<file path="config.mk">
export PLATFORM = sky130hd
export DESIGN_NAME = lcd_pin_route
export DESIGN_NICKNAME = d
export VERILOG_FILES = /design/src/rtl/lcd_pin_route.sv
export SDC_FILE = /design/constraint.sdc
export NUM_CORES = 1
export LEC_CHECK = 0
export BUFFER_PORTS_ARGS = -buffer_cell sky130_fd_sc_hd__buf_2
export CAP_MARGIN = 10
export CORE_MARGIN = 3
export CORE_UTILIZATION = 35
export DETAILED_ROUTE_END_ITERATION = 12
export PLACE_DENSITY = 0.76
export SYNTH_ARGS = -nofsm -noshare
export SYNTH_HDL_FRONTEND = slang
export SYNTH_SLANG_ARGS = --single-unit
export TNS_END_PERCENT = 20
</file>
<file path="constraint.sdc">
create_clock -name clk -period 1.3 [get_ports clk]
set_input_delay 0.26 -clock clk [delete_from_list [all_inputs] [get_ports clk]]
set_output_delay 0.26 -clock clk [all_outputs]
set_load 0.1 [all_outputs]
</file>
<file path="src/rtl/lcd_pin_route.sv">
module lcd_pin_route #(
  parameter int LEAD    = 2,
  parameter int NGROUPS = 7,
  parameter int GSIZE   = 4,
  parameter int CW      = 2,
  parameter int PHW     = 2,
  localparam int SELW   = $clog2(NGROUPS + 1),
  localparam int NPINS  = LEAD + NGROUPS * GSIZE,
  localparam int NIB    = 1 << PHW,
  localparam int NBYTES = NPINS / 2
) (
  input  logic                  clk,
  input  logic                  rst_n,
  input  logic                  cfg_wr,
  input  logic [SELW-1:0]       cfg_sel,
  input  logic                  tick,
  input  logic [PHW-1:0]        com_phase,
  input  logic [NBYTES*2*NIB-1:0] disp_mem,
  input  logic [NPINS*CW-1:0]   seg_code,
  output logic [NPINS-1:0]      pin_port,
  output logic [NPINS-1:0]      pin_val,
  output logic [NPINS*CW-1:0]   pin_code
);

  logic [SELW-1:0]     sel_q;
  logic [NPINS-1:0]    port_d;
  logic [NPINS-1:0]    val_d;
  logic [NPINS*CW-1:0] code_d;

  always_ff @(posedge clk or negedge rst_n)
    if (!rst_n)      sel_q <= '0;
    else if (cfg_wr) sel_q <= cfg_sel;

  for (genvar p = 0; p < NPINS; p++) begin : g_pin
    localparam int BASE = (p / 2) * 2 * NIB + (p % 2) * NIB;
    if (p < LEAD) begin : g_lead
      assign port_d[p] = 1'b0;
    end else begin : g_grp
      localparam int GRP = (p - LEAD) / GSIZE + 1;
      assign port_d[p] = (int'(sel_q) < GRP);
    end
    assign val_d[p] = port_d[p] & disp_mem[BASE + int'(com_phase)];
    assign code_d[p*CW +: CW] = port_d[p] ? '0 : seg_code[p*CW +: CW];
  end

  always_ff @(posedge clk or negedge rst_n)
    if (!rst_n) begin
      pin_port <= '0;
      pin_val  <= '0;
      pin_code <= '0;
    end else if (tick) begin
      pin_port <= port_d;
      pin_val  <= val_d;
      pin_code <= code_d;
    end

endmodule


</file>
==> metrics.cfg <==
[cells_and_area]
nets = 818
ff_latch_area_um2 = 2470
drive_gt1_frac = 0.614
area_growth_syn_to_layout_pct = 82.4
fill_cells = 900
multi_input_area_um2 = 1840

[logic_synthesis]
yosysTopAreaCell = dfrtp_1
synth_common_cells = dfrtp_1 (98), a22o_1 (37), buf_4 (25)
avgSynthCellArea_um2 = 13.6
ys_seq_area_frac = 0.529
yosys.cell_types.count = 31
synth_area_um2 = 4640
syn_inst = 342
synthArstFlopShare = 1.00
synthFlopType = dfrtp_1
synth_edf_count = 0
synth_top_area_frac = 0.529
yosys_warnings = 0
yosysMostFrequentCell = dfrtp_1
ys_seq_elements = 98
synth_area_leaders = dfrtp_1 (53%), mux4_2 (11%), a22o_1 (7.0%)

[worst_setup_path]
crit_slowest_cell = dfrtp_4
crit_cells = 1
crit_path_end_kind = primary output
timing.rr.end = pin_code[11]
critPathTopFamily = flip-flops
critPathKind = flip-flop to primary output
path_buf_inv = 1
cp_max_fo = 5
startpoint = pin_port[17]
reg2reg_depth = 2
r2r-start = sel_q[0]
crit_chain = buf_12
crit_path_end = pin_port[14]
r2r_slack_ps = 50
crit_arrival_ps = 1090
cp-start-kind = flip-flop
required_ps = 1040
slowest_delay_ps = 550

[worst_hold_path]
min_path_type = primary input to flip-flop

[outcome]
status = finished, violations left
failed_checks = setup timing

[placed_design]
port_buffers = 296
place.gp.congestion = 0.806
post-dp-hpwl_um = 13200

[timing]
setup_viol = 28
hold_viol = 0
drv_slew = 0
clock_skew_ps = 7.33
min_period_ps = 1350
fmax_mhz = 740
setup_slack_ps = -50.7
rsz0062_at_grt = yes
setup_tns_ps = -786
fin_crit_sh = 1.04

[global_route]
grt_pass1_wl_um = 24100
grt_max_degree = 55
globalRouteOverflowTotal = 0
grt_pass1_vias = 4437
grt.total_usage = 0.216
antenna_found_initial = 2

[die]
dieArea_um2 = 14700
die_height_um = 121
start_util = 0.363
core_area_um2 = 12800
fp-row-count = 41
design.portCount = 309
die_w_um = 121

[routing]
vias = 4090
first_iter_violations = 217
drc = 0
drtPass1Iterations = 4
vias_per_cell = 5.06
wl_per_cell_um = 19.9
ant_nets = 0
drt-total-wl_um = 16100

[power]
sw_frac_of_total = 0.425
p_sw_mw = 5.25
seqPwrFrac = 0.310
clockPowerShare = 0.215
ir_drop_mv = 0.875
p_leak_nw = 4.01
pwr-share-comb = 0.475
finalPower_mw = 12.4
p_int_mw = 7.10
p_per_area_nw_per_um2 = 1460

[clock_network]
htreeDepth = 3
insertion_delay_ps = 340
cts_buffers = 9
cts_tree = built
clk_pin_slew_worst_paths_ps = 70
clock_sinks = 98
clk_path_buf_depth = 2
cts-root-buf = clkbuf_16

[run]
drv_cap = 0

area by class of cell:
cell class / instances / area share
diodes: 2 / 0.000592
clock buffers: 12 / 0.0291
clock inverters: 4 / 0.00621
inverters: 9 / 0.00399
multi-input cells: 185 / 0.217
flip-flops and latches: 98 / 0.292
well taps: 172 / 0.0254
repair buffers: 326 / 0.425
worst min-delay path by stage:
| stage | from | to | slack, ps | cells past startpoint |
|---|---|---|---|---|
| 6_report | seg_code[39] | pin_code[39] | 130 | 2 |
| 5_1_grt | seg_code[39] | pin_code[39] | 130 | 2 |
| 4_1_cts | seg_code[39] | pin_code[39] | 120 | 2 |
| 3_5_place_dp | rst_n | pin_code[45] | 280 | 2 |
| 3_3_place_gp | rst_n | pin_code[45] | 270 | 2 |
| 2_1_floorplan | rst_n | pin_code[0] | -40 | 0 |
metrics by stage:
stage,setup WS [ps],instances,utilization,area [um^2],hold WS [ps]
floorplan,-33.2,345,-,4680,-35.6
global placement,-200,787,0.634,8100,274
detailed placement,-238,787,0.634,8100,285
CTS,-67.8,806,0.661,8440,117
global route,-80.7,808,0.662,8460,129
finish,-50.7,808,0.662,8460,134
layout by cell type, fill, tap and decap left out, types with 9 or more instances in the layout:
| master | count |
|---|---|
| buf_12 | 127 |
| nand3_1 | 9 |
| nand2_1 | 18 |
| o21ai_0 | 9 |
| o2bb2ai_1 | 16 |
| buf_2 | 179 |
| nor2b_1 | 12 |
| buf_4 | 18 |
| mux2_2 | 10 |
| dfrtp_1 | 87 |
| a22o_1 | 37 |
| mux4_2 | 22 |
| clkbuf_16 | 9 |
sequential cells by signal (all words and copies together), names as in the netlist:
register / flops
pin_val: 28
pin_code: 60
sel_q: 3
pin_port: 7
power by group through the flow:
stage / registers (mW) / logic, mW / clock network, mW
6_report: 3.83 / 5.86 / 2.66
5_1_grt: 3.87 / 6.02 / 2.86
4_1_cts: 3.83 / 5.90 / 2.75
3_5_place_dp: 3.89 / 5.86 / 0
3_3_place_gp: 3.87 / 5.79 / 0
2_1_floorplan: 5.86 / 1.46 / 0
logic make-up (layout without fill, tap and decap cells):
kind of cell           count (synthesis)  after routing  synth area share
AO/OA/AOI/OAI                         92             92             0.160
buffers and inverters                 62            351            0.0801
flip-flops                            98             98             0.529
multiplexers                          46             46             0.182
other                                  1              6          0.000809
AND/OR/NAND/NOR                       43             43            0.0477
routing by layer:
| layer | track usage | vias to the layer above | wire (um) |
|---|---|---|---|
| li1 | - | 1841 | - |
| met1 | 0.247 | 2021 | 5810 |
| met2 | 0.383 | 200 | 8640 |
| met3 | 0.0597 | 28 | 1220 |
| met4 | 0.0829 | 0 | 391 |
| met5 | 0 | - | 0 |
repair_timing:
action                                  4_1_cts  5_1_grt
gates resized for setup                       4        2
endpoints found under the hold margin        98        0
hold buffers                                  1        0
pin swaps                                     1        0
endpoints found under the setup margin       55       32
setup buffers                                 2        0
(Power assumes the default switching activity.)
